$ cat src/rtl/dpll_pkg.sv
package dpll_pkg;
  // bit 2 of the encoding is the recovered level
  typedef enum logic [3:0] {
    PH_Z_LO2 = 4'h0,
    PH_Z_LO1 = 4'h1,
    PH_Z_HI2 = 4'h2,
    PH_Z_HI1 = 4'h3,
    PH_O_LO2 = 4'h4,
    PH_O_LO1 = 4'h5,
    PH_O_HI2 = 4'h6,
    PH_O_HI1 = 4'h7,
    PH_Z_STR = 4'hB,
    PH_HUNT  = 4'hC,
    PH_ARM   = 4'hD,
    PH_O_STR = 4'hF
  } ph_t;

  function automatic logic ph_high(input ph_t s);
    return (s == PH_Z_HI1) || (s == PH_Z_HI2) || (s == PH_O_HI1) ||
           (s == PH_O_HI2) || (s == PH_Z_STR) || (s == PH_O_STR);
  endfunction

  function automatic logic ph_locked(input ph_t s);
    return (s != PH_HUNT) && (s != PH_ARM);
  endfunction
endpackage

$ cat src/rtl/dpll_sampler.sv
module dpll_sampler #(
  parameter int unsigned SYNC_STAGES = 2,
  parameter bit          IDLE_LEVEL  = 1'b1
) (
  input  logic clk_i,
  input  logic rst_ni,
  input  logic line_i,
  output logic rise_o,
  output logic fall_o
);
  localparam int unsigned MSB = SYNC_STAGES - 1;

  logic [MSB:0] rise_pipe, fall_pipe;

  always_ff @(posedge clk_i or negedge rst_ni) begin
    if (!rst_ni) rise_pipe <= {SYNC_STAGES{IDLE_LEVEL}};
    else         rise_pipe <= {rise_pipe[MSB-1:0], line_i};
  end

  // second copy on the opposite edge: half a cycle fresher for tracking
  always_ff @(negedge clk_i or negedge rst_ni) begin
    if (!rst_ni) fall_pipe <= {SYNC_STAGES{IDLE_LEVEL}};
    else         fall_pipe <= {fall_pipe[MSB-1:0], line_i};
  end

  assign rise_o = rise_pipe[MSB];
  assign fall_o = fall_pipe[MSB];
endmodule

$ cat src/rtl/dpll_track.sv
module dpll_track
  import dpll_pkg::*;
#(
  parameter bit IDLE_LEVEL = 1'b1
) (
  input  logic clk_i,
  input  logic rst_ni,
  input  logic en_i,
  input  logic acq_i,
  input  logic trk_i,
  output ph_t  state_o,
  output ph_t  next_o
);
  ph_t  st_q, st_d;
  logic acq_prev_q;
  logic edge_seen;

  assign edge_seen = acq_i ^ acq_prev_q;

  always_comb begin
    st_d = PH_HUNT;
    unique case (st_q)
      PH_HUNT:  st_d = edge_seen ? PH_ARM : PH_HUNT;
      PH_ARM:   st_d = !edge_seen ? PH_ARM : (acq_i ? PH_O_LO1 : PH_Z_LO1);
      PH_O_LO1: st_d = PH_O_HI1;
      PH_O_HI1: st_d = trk_i ? PH_O_HI2 : PH_Z_STR;  // late edge
      PH_O_HI2: st_d = trk_i ? PH_O_LO2 : PH_Z_LO1;  // early edge
      PH_O_LO2: st_d = trk_i ? PH_O_LO1 : PH_Z_LO1;
      PH_Z_LO1: st_d = PH_Z_HI1;
      PH_Z_HI1: st_d = trk_i ? PH_O_STR : PH_Z_HI2;
      PH_Z_HI2: st_d = trk_i ? PH_O_LO1 : PH_Z_LO2;
      PH_Z_LO2: st_d = trk_i ? PH_O_LO1 : PH_Z_LO1;
      PH_O_STR: st_d = PH_O_HI2;
      PH_Z_STR: st_d = PH_Z_HI2;
      default:  st_d = PH_HUNT;
    endcase
    if (!en_i) st_d = PH_HUNT;
  end

  always_ff @(posedge clk_i or negedge rst_ni) begin
    if (!rst_ni) begin
      st_q       <= PH_HUNT;
      acq_prev_q <= IDLE_LEVEL;
    end else begin
      st_q       <= st_d;
      acq_prev_q <= acq_i;
    end
  end

  assign state_o = st_q;
  assign next_o  = st_d;
endmodule

$ cat src/rtl/dpll_decode.sv
module dpll_decode
  import dpll_pkg::*;
(
  input  logic clk_i,
  input  logic rst_ni,
  input  ph_t  state_i,
  input  ph_t  next_i,
  output logic rclk_o,
  output logic bit_o,
  output logic strobe_o,
  output logic locked_o
);
  logic rclk_q;

  // registered so the clock never glitches on state decode
  always_ff @(posedge clk_i or negedge rst_ni) begin
    if (!rst_ni) rclk_q <= 1'b0;
    else         rclk_q <= ph_high(next_i);
  end

  assign rclk_o   = rclk_q;
  assign bit_o    = state_i[2];
  assign locked_o = ph_locked(state_i);
  assign strobe_o = (state_i == PH_O_HI2) || (state_i == PH_Z_HI2);
endmodule

$ cat src/rtl/dpll_rx.sv
module dpll_rx
  import dpll_pkg::*;
#(
  parameter int unsigned SYNC_STAGES = 2,
  parameter bit          IDLE_LEVEL  = 1'b1
) (
  input  logic clk_i,
  input  logic rst_ni,
  input  logic rx_en_i,
  input  logic rx_line_i,
  output logic rclk_o,
  output logic bit_o,
  output logic strobe_o,
  output logic locked_o
);
  logic rise_s, fall_s;
  ph_t  state_q, state_d;

  dpll_sampler #(.SYNC_STAGES(SYNC_STAGES), .IDLE_LEVEL(IDLE_LEVEL)) u_sampler (
    .clk_i  (clk_i),
    .rst_ni (rst_ni),
    .line_i (rx_line_i),
    .rise_o (rise_s),
    .fall_o (fall_s)
  );

  dpll_track #(.IDLE_LEVEL(IDLE_LEVEL)) u_track (
    .clk_i   (clk_i),
    .rst_ni  (rst_ni),
    .en_i    (rx_en_i),
    .acq_i   (rise_s),
    .trk_i   (fall_s),
    .state_o (state_q),
    .next_o  (state_d)
  );

  dpll_decode u_decode (
    .clk_i    (clk_i),
    .rst_ni   (rst_ni),
    .state_i  (state_q),
    .next_i   (state_d),
    .rclk_o   (rclk_o),
    .bit_o    (bit_o),
    .strobe_o (strobe_o),
    .locked_o (locked_o)
  );
endmodule

$ cat config.mk
export PLATFORM = sky130hd
export DESIGN_NAME = dpll_rx
export DESIGN_NICKNAME = d
export VERILOG_FILES = /design/src/rtl/dpll_pkg.sv /design/src/rtl/dpll_sampler.sv /design/src/rtl/dpll_track.sv /design/src/rtl/dpll_decode.sv /design/src/rtl/dpll_rx.sv
export SDC_FILE = /design/constraint.sdc
export NUM_CORES = 1
export LEC_CHECK = 0
export ABC_AREA = 1
export BUFFER_PORTS_ARGS = -buffer_cell sky130_fd_sc_hd__buf_4
export CAP_MARGIN = 20
export CORE_AREA = 2 2 39 41
export CTS_BUF_LIST = sky130_fd_sc_hd__clkbuf_8
export CTS_CLUSTER_DIAMETER = 100
export CTS_CLUSTER_SIZE = 10
export DETAILED_ROUTE_END_ITERATION = 6
export DIE_AREA = 0 0 41 43
export PLACE_DENSITY_LB_ADDON = 0.12
export SLEW_MARGIN = 20
export SYNTH_ARGS = -nofsm -noshare
export SYNTH_HDL_FRONTEND = slang
export SYNTH_HIERARCHICAL = 1
export SYNTH_SLANG_ARGS = --single-unit
$ cat constraint.sdc
create_clock -name clk_i -period 2.5 [get_ports clk_i]
set_input_delay 0.25 -clock clk_i [delete_from_list [all_inputs] [get_ports clk_i]]
set_output_delay 0.25 -clock clk_i [all_outputs]
set_load 0.05 [all_outputs]
==> results of run 1 <==
layer usage:
metal  global-route usage (%)  vias up
li1                         -      224
met1                     19.5      193
met2                     17.2        8
met3                     3.14        2
met4                     12.0        0
met5                        0        -
final timing paths:
path                       slack (ps)                             start                               end
max                                60  u_sampler/fall_pipe[1]$_DFF_NN1_         u_decode/rclk_o$_DFF_PN0_
max reg2reg                        60  u_sampler/fall_pipe[1]$_DFF_NN1_         u_decode/rclk_o$_DFF_PN0_
min reg2reg                       350  u_sampler/fall_pipe[0]$_DFF_NN1_  u_sampler/fall_pipe[1]$_DFF_NN1_
max in group asynchronous         720                            rst_ni  u_sampler/fall_pipe[0]$_DFF_NN1_
min                               130                         rx_line_i  u_sampler/rise_pipe[0]$_DFF_PN1_
min in group asynchronous         380                            rst_ni      u_track/state_o[0]$_DFF_PN0_
registers in the layout, summed over array words and instances, names as in the netlist:
register / cells
u_decode/rclk_o: 1
u_track/state_o: 4
u_track/acq_prev_q: 1
u_sampler/rise_pipe: 2
u_sampler/fall_pipe: 2
cell usage after synthesis (all sizes together):
cell type,number
a21oi,2
dfstp,7
inv,12
nand2,17
nor2,11
dfrtp,3
buf,1
nand3b,1
ha,1
nor3,1
nand3,9
per-stage QoR:
step | instance area [um^2] | utilization [%] | hold slack, ps | total power, mW
floorplan | 508 | - | -45.6 | 0.445
global placement | 573 | 41.4 | 81.0 | 0.512
detailed placement | 573 | 41.4 | 81.8 | 0.508
CTS | 633 | 45.8 | 127 | 0.682
global route | 646 | 46.7 | 120 | 0.735
finish | 646 | 46.7 | 132 | 0.680
cells by family (layout without fill, tap and decap cells):
| group | after synthesis | in the layout | synth area share, % |
|---|---|---|---|
| buffers and inverters | 13 | 26 | 10.3 |
| AOI/OAI and AO/OA | 2 | 2 | 2.71 |
| and+or+nand+nor | 39 | 39 | 33.5 |
| DFF | 10 | 10 | 51.0 |
| adders and majority gates | 1 | 1 | 2.46 |
cell type report:
| class | instances | area share (%) |
|---|---|---|
| clock buffers | 3 | 6.40 |
| clock inverters | 3 | 1.94 |
| inverters | 11 | 6.40 |
| multi-input cells | 42 | 31.2 |
| flip-flops and latches | 10 | 40.1 |
| well taps | 16 | 3.10 |
| repair buffers | 9 | 10.9 |
power breakdown:
| group | switching (mW) | internal, mW |
|---|---|---|
| combinational | 0.166 | 0.0879 |
| sequential | 0.0483 | 0.201 |
| clock | 0.0651 | 0.112 |
repair_timing:
| item | CTS | global route |
|---|---|---|
| setup endpoints to repair | 0 | 1 |
| endpoints found under the hold margin | 3 | 0 |
| hold buffers | 1 | 0 |
| setup buffers | 0 | 1 |
| resized for setup | 0 | 1 |
==> flow_summary_export.csv, run 1 <==
group,metric,value,unit
global_routing,antenna_found_initial,0,
sta,fin_ws,63.6,ps
clock_tree,cts_tree,"built",
power,p_leak,0.339,nW
floorplan,ios,8,
setup_path,worstSetupEndpointType,"register",
floorplan,coreArea,1380,um^2
floorplan,dieWidth,41,um
global_routing,grt_usage,13.9,%
sta,grt_setup_unrepaired,"yes",
placement,routabilityCongestion,0.788,
placement,dpl.hpwl,686,um
global_routing,grt_max_degree,11,
synth,ys_ff_latch,10,
clock_tree,clk_latency,290,ps
outcome,outcome,"finished, final reports clean",
finish,area_delta_synth_final,27.1,%
global_routing,grt_pass1_wl,1.57,mm
sta,fin_skew,65.3,ps
clock_tree,cts_root_buffer,"clkbuf_8",
sta,slew_headroom,85.7,%
finish,antennaDiodeCount,0,
setup_path,worstSetupStartpointType,"register",
floorplan,dieArea,1760,um^2
floorplan,start_util,36.7,%
placement,pre_cts_ws,155,ps
setup_path,cp_slowest_cell,"dfstp_2",
setup_path,critical_path_peak_fanout,5,
placement,portBuffers,7,
detailed_routing,wl_met1,453,um
clock_tree,clkSinkCount,10,
synth,syn_nets,70,
setup_path,crit_path_max_incr_delay,570,ps
detailed_routing,post_drt_wl_per_cell,10.0,um
min_path,hp-class,"primary input to register",
sta,drv_slew,0,
global_routing,grt_pass1_vias,389,
clock_tree,cts_buffer_depth,2,
synth,yosysTopAreaCell,"dfstp_2",
synth,synth_top_area_share,36.2,%
sta,setup_viol_count_final,0,
sta,finalSetupTns,0,ps
sta,hold_viol,0,
finish,nets,84,
detailed_routing,viasPerCell,4.54,
floorplan,die_h,43,um
global_routing,grt_overflow,0,
detailed_routing,highest_layer,"met4",
power,powerDensity,1050,nW/um^2
finish,nFillCells,149,
finish,layout_commonest_cell,"nand2_1",
finish,fin_cells,94,
detailed_routing,dr_wl_met2,442,um
detailed_routing,antenna_left,0,
clock_tree,cts_buffers,3,
synth,syn-instance-count,65,
synth,postSynthAreaPerCell,7.82,um^2
power,peakVddDrop,0.421,mV
setup_path,path_class,"register to register",
synth,netlist_area,508,um^2
finish,drive_above_1_share,32.1,%
detailed_routing,vias,427,
placement,placedCellCount,87,
detailed_routing,drt_iter0_drc,12,
run,maxCapViolations,0,
detailed_routing,route.met3.wl,28,um
setup_path,cp_num_buf_inv,1,
finish,layout_common_cells,"nand2_1, inv_1, nor2_1",
detailed_routing,firstDrtPassIters,4,
finish,seqCellArea,259,um^2
synth,yosysSeqAreaShare,51.0,%
setup_path,reg2reg_depth,6,
min_path,hold_path_depth,1,
setup_path,cp_cell_sequence,"nand3_2 -> nand2_1 -> nor2_1 -> nor2_1 -> inv_1 -> a21oi_2",
floorplan,num_rows,14,
setup_path,path_delay_family,"flip-flops",
synth,ys_warn_count,6,
setup_path,crit_required,2660,ps
setup_path,worst-path-stages,6,
detailed_routing,routed_wl,940,um
setup_path,critPathMostFrequentCell,"nor2_1",
synth,synthDistinctLibCells,15,
clock_tree,htree_levels,1,
detailed_routing,drc,0,
clock_tree,path_clk_slew,50,ps
finish,multiInputGateArea,201,um^2
setup_path,worstPathArrival,2600,ps
synth,synthTopCellsByArea,"dfstp_2, dfrtp_1, nand2_1, nand3_1, inv_1",
sta,worst_pin_slew,215,ps
Power figures use the tool's default switching activity.
==> inputs of run 2 (changes only) <==
==> constraint.sdc (replaced) <==
create_clock -name clk_i -period 2.5 [get_ports clk_i]
set_input_delay 0.5 -clock clk_i [delete_from_list [all_inputs] [get_ports clk_i]]
set_output_delay 0.5 -clock clk_i [all_outputs]
set_load 0.05 [all_outputs]
==> flow_summary_export.csv, run 2 (synthesis gave the netlist of run 1 again) <==
group,metric,value,unit
placement,placed_cell_area,573,um^2
setup_path,r2r-start,"u_sampler/fall_pipe[1]$_DFF_NN1_",
clock_tree,clkSinkCount,10,
setup_path,worstSetupStartpointType,"register",
setup_path,critical_path_peak_fanout,5,
finish,largest_reg_flops,4,
sta,drv_slew,0,
floorplan,dieWidth,41,um
setup_path,r2r-end,"u_decode/rclk_o$_DFF_PN0_",
floorplan,ios,8,
placement,pre_cts_ws,155,ps
global_routing,grt_pass1_vias,385,
floorplan,start_util,36.7,%
floorplan,die_h,43,um
power,peakVddDrop,0.418,mV
sta,slew_headroom,85.5,%
placement,placedCellCount,87,
floorplan,dieArea,1760,um^2
sta,grt_setup_unrepaired,"yes",
sta,worst_pin_slew,217,ps
global_routing,grt_usage,13.9,%
detailed_routing,firstDrtPassIters,4,
global_routing,grt_overflow,0,
finish,area_delta_synth_final,25.1,%
setup_path,worstSetupEndpointType,"register",
clock_tree,path_clk_slew,50,ps
clock_tree,cts_root_buffer,"clkbuf_8",
placement,routabilityCongestion,0.788,
finish,layout_commonest_cell,"nand2_1",
placement,portBuffers,7,
global_routing,antenna_found_initial,0,
floorplan,coreArea,1380,um^2
finish,nFillCells,150,
clock_tree,cts_buffers,3,
sta,hold_slack,84.5,ps
clock_tree,cts_tree,"built",
clock_tree,htree_levels,1,
clock_tree,cts_hold_buf,0,
finish,nets,83,
setup_path,path_class,"register to register",
sta,setup_viol_count_final,0,
power,total_power,0.679,mW
global_routing,grt_max_degree,11,
finish,fin_cells,93,
power,powerDensity,1070,nW/um^2
min_path,hp-class,"primary input to async pin",
run,maxCapViolations,0,
global_routing,grt_pass1_wl,1.57,mm
setup_path,reg2reg_depth,6,
detailed_routing,post_drt_wl_per_cell,10.0,um
sta,fin_ws,64.4,ps
clock_tree,cts_buffer_depth,2,
setup_path,worstPathArrival,2600,ps
finish,antennaDiodeCount,0,
detailed_routing,antenna_left,0,
placement,dpl.hpwl,686,um
setup_path,crit_required,2660,ps
detailed_routing,drt_iter0_drc,12,
sta,hold_viol,0,
clock_tree,clk_latency,290,ps
detailed_routing,viasPerCell,4.54,
detailed_routing,vias,422,
sta,fin_skew,63.8,ps
power,p_leak,0.335,nW
setup_path,r2r_slack,60,ps
detailed_routing,drc,0,
finish,drive_above_1_share,32.5,%
finish,layout_common_cells,"nand2_1, inv_1, nor2_1",
finish,fin_area,636,um^2
floorplan,num_rows,14,
detailed_routing,routed_wl,930,um
outcome,outcome,"finished, final reports clean",
==> run 2: changes by cell type in the layout (fill, tap and decap cells not counted), sizes merged <==
cell         previous run  this run
dlygate4sd3             1         0
==> run 2: cell type report <==
type / count / area, um^2 / share of cell area, %
clock buffers: 3 / 41.3 / 6.50
repair buffers: 8 / 60.1 / 9.45
flip-flops and latches: 10 / 259 / 40.7
inverters: 11 / 41.3 / 6.50
clock inverters: 3 / 12.5 / 1.97
multi-input cells: 42 / 201 / 31.7
well taps: 16 / 20.0 / 3.15
==> run 2: worst max-delay path by stage <==
| stage | cells after the start | slack, ps | to | start |
|---|---|---|---|---|
| after global placement | 7 | 170 | u_decode/rclk_o$_DFF_PN0_ | u_sampler/fall_pipe[1]$_DFF_NN1_ |
| after CTS | 6 | 80 | u_decode/rclk_o$_DFF_PN0_ | u_sampler/fall_pipe[1]$_DFF_NN1_ |
| final | 6 | 60 | u_decode/rclk_o$_DFF_PN0_ | u_sampler/fall_pipe[1]$_DFF_NN1_ |
| after floorplan | 6 | 230 | u_decode/rclk_o$_DFF_PN0_ | u_sampler/fall_pipe[1]$_DFF_NN1_ |
| after detailed placement | 6 | 160 | u_decode/rclk_o$_DFF_PN0_ | u_sampler/fall_pipe[1]$_DFF_NN1_ |
| after global routing | 6 | -40 | u_decode/rclk_o$_DFF_PN0_ | u_sampler/fall_pipe[1]$_DFF_NN1_ |
==> run 2: critical path, cell delays in order (launching register included) <==
cell and delay, ps:
dfstp_2 560, nand3_2 80, nand2_1 70, nor2_1 40, nor2_1 120, inv_1 70, a21oi_2 100
==> run 2: where the power goes <==
part	internal (mW)	switching, mW	total, mW
Clock	0.112	0.0647	0.177
Sequential	0.201	0.0491	0.250
Combinational	0.0868	0.166	0.252
Total	0.400	0.279	0.679
==> run 2: routing by layer <==
metal	up-vias	track usage, %	part of all wire (%)
met5	-	0	0
met4	0	12.0	1.6
met3	2	3.14	2.8
met2	6	17.2	48
met1	193	19.5	47
li1	221	-	-
==> run 2: repair_timing <==
item | in CTS | in global routing
gates resized for setup | 0 | 1
setup endpoints to repair | 0 | 1
buffers inserted | 0 | 1
==> run 2: through the flow <==
stage                     TNS [ps]  util [%]
after floorplan                  0         -
after detailed placement         0      41.4
after CTS                        0      45.0
after global placement           0      41.4
final                            0      45.9
after global routing         -36.0      45.9
==> inputs of run 3 (changes only) <==
PLACE_DENSITY = 0.65   (was default)
PLACE_DENSITY_LB_ADDON = default   (was 0.12)
==> flow_summary_export.csv, run 3 (synthesis gave the netlist of run 1 again) <==
group,metric,value,unit
setup_path,worstPathArrival,2570,ps
clock_tree,htree_levels,1,
setup_path,worstSetupStartpointType,"register",
floorplan,ios,8,
detailed_routing,viasPerCell,4.52,
setup_path,critical_path_peak_fanout,5,
finish,fin_area,631,um^2
detailed_routing,antenna_left,0,
sta,drv_slew,0,
floorplan,dieWidth,41,um
sta,worst_pin_slew,219,ps
placement,dpl.hpwl,650,um
detailed_routing,routed_wl,893,um
clock_tree,cts_buffers,3,
detailed_routing,post_drt_wl_per_cell,9.60,um
power,powerDensity,1100,nW/um^2
outcome,outcome,"finished, final reports clean",
global_routing,antenna_found_initial,0,
floorplan,coreArea,1380,um^2
power,p_leak,0.335,nW
power,clockPowerShare,26.3,%
setup_path,worstSetupEndpointType,"register",
finish,layout_common_cells,"nand2_1, inv_1, nand3_1, nor2_1, buf_4",
global_routing,grt_overflow,0,
clock_tree,clk_latency,300,ps
placement,placed_cell_area,573,um^2
min_path,hp-class,"primary input to async pin",
setup_path,crit_required,2630,ps
placement,pre_cts_ws,142,ps
power,p_switching,0.285,mW
sta,slew_headroom,85.4,%
clock_tree,cts_buffer_depth,2,
sta,grt_setup_unrepaired,"yes",
detailed_routing,drt_iter0_drc,9,
setup_path,crit_start,"u_sampler/fall_pipe[1]$_DFF_NN1_",
finish,largest_reg_flops,4,
sta,hold_viol,0,
placement,routabilityCongestion,0.845,
finish,antennaDiodeCount,0,
floorplan,start_util,36.7,%
clock_tree,clkSinkCount,10,
sta,setup_viol_count_final,0,
setup_path,path_class,"register to register",
run,maxCapViolations,0,
global_routing,grt_max_degree,11,
floorplan,die_h,43,um
detailed_routing,drc,0,
global_routing,grt_usage,13.0,%
power,peakVddDrop,0.453,mV
finish,drive_above_1_share,31.2,%
clock_tree,path_clk_slew,50,ps
floorplan,num_rows,14,
detailed_routing,vias,420,
sta,fin_skew,66.1,ps
power,p_int,0.407,mW
finish,nets,83,
power,p_comb_share,37.7,%
sta,fin_ws,63.0,ps
finish,area_delta_synth_final,24.1,%
detailed_routing,firstDrtPassIters,4,
clock_tree,cts_root_buffer,"clkbuf_8",
clock_tree,cts_hold_buf,0,
power,p_sw_share,41.2,%
placement,portBuffers,7,
setup_path,r2r-start,"u_sampler/fall_pipe[1]$_DFF_NN1_",
global_routing,grt_pass1_wl,1.51,mm
global_routing,grt_pass1_vias,364,
power,seqPwrFrac,35.9,%
sta,hold_slack,80.8,ps
finish,layout_commonest_cell,"nand2_1",
clock_tree,cts_tree,"built",
floorplan,dieArea,1760,um^2
run 3: changes by cell type in the layout (fill, tap and decap cells not counted):
cell     change
nand3_2      -1
nand3_1      +1
run 3: metrics by stage:
stage	power [mW]	util [%]	instances	TNS (ps)
6_report	0.692	45.6	93	0
4_1_cts	0.686	45.0	92	0
2_1_floorplan	0.445	-	65	0
3_3_place_gp	0.507	41.4	87	0
5_1_grt	0.744	45.6	93	-27.9
3_5_place_dp	0.507	41.4	87	0
run 3: per-layer routing:
metal,GRT usage (%),vias to the layer above,share of wire (%)
li1,-,219,-
met1,18.0,187,50
met2,16.3,14,44
met3,5.24,0,5.4
met4,8.00,0,0
met5,0,-,0
run 3: area by class of cell:
type                       instances  area [um^2]
clock buffer                       3         41.3
fill                             135          753
inverter                          11         41.3
multi-input combinational         42          196
timing repair buffer               8         60.1
tap                               16         20.0
clock inverter                     3         12.5
sequential                        10          259
run 3: critical path, cell delays in order, from the launching register on:
cell	delay (ps)
dfstp_2	550
nor2_1	50
nand2_1	60
nand3_1	60
nor2_1	100
nor2_1	70
buf_4	130
run 3: path summary, 6_finish.rpt:
path                                                     to  slack [ps]  cells past startpoint
min in group clk_i         u_sampler/fall_pipe[1]$_DFF_NN1_         350                      0
max                            u_track/state_o[0]$_DFF_PN0_          60                      6
min                            u_track/state_o[0]$_DFF_PN0_          80                      1
max reg2reg                    u_track/state_o[0]$_DFF_PN0_          60                      6
max in group asynchronous  u_sampler/fall_pipe[0]$_DFF_NN1_        1010                      1
min reg2reg                u_sampler/fall_pipe[1]$_DFF_NN1_         350                      0
run 3: repair_timing:
item,CTS,global route
setup buffers,0,1
resized for setup,0,0
setup endpoints to repair,0,1
run 3: power by group through the flow:
stage          clock [mW]  combinational (mW)  sequential, mW
3_5_place_dp      0.00751               0.249           0.251
5_1_grt             0.204               0.285           0.255
6_report            0.182               0.261           0.249
2_1_floorplan     0.00751               0.196           0.242
3_3_place_gp      0.00751               0.248           0.251
4_1_cts             0.187               0.250           0.249
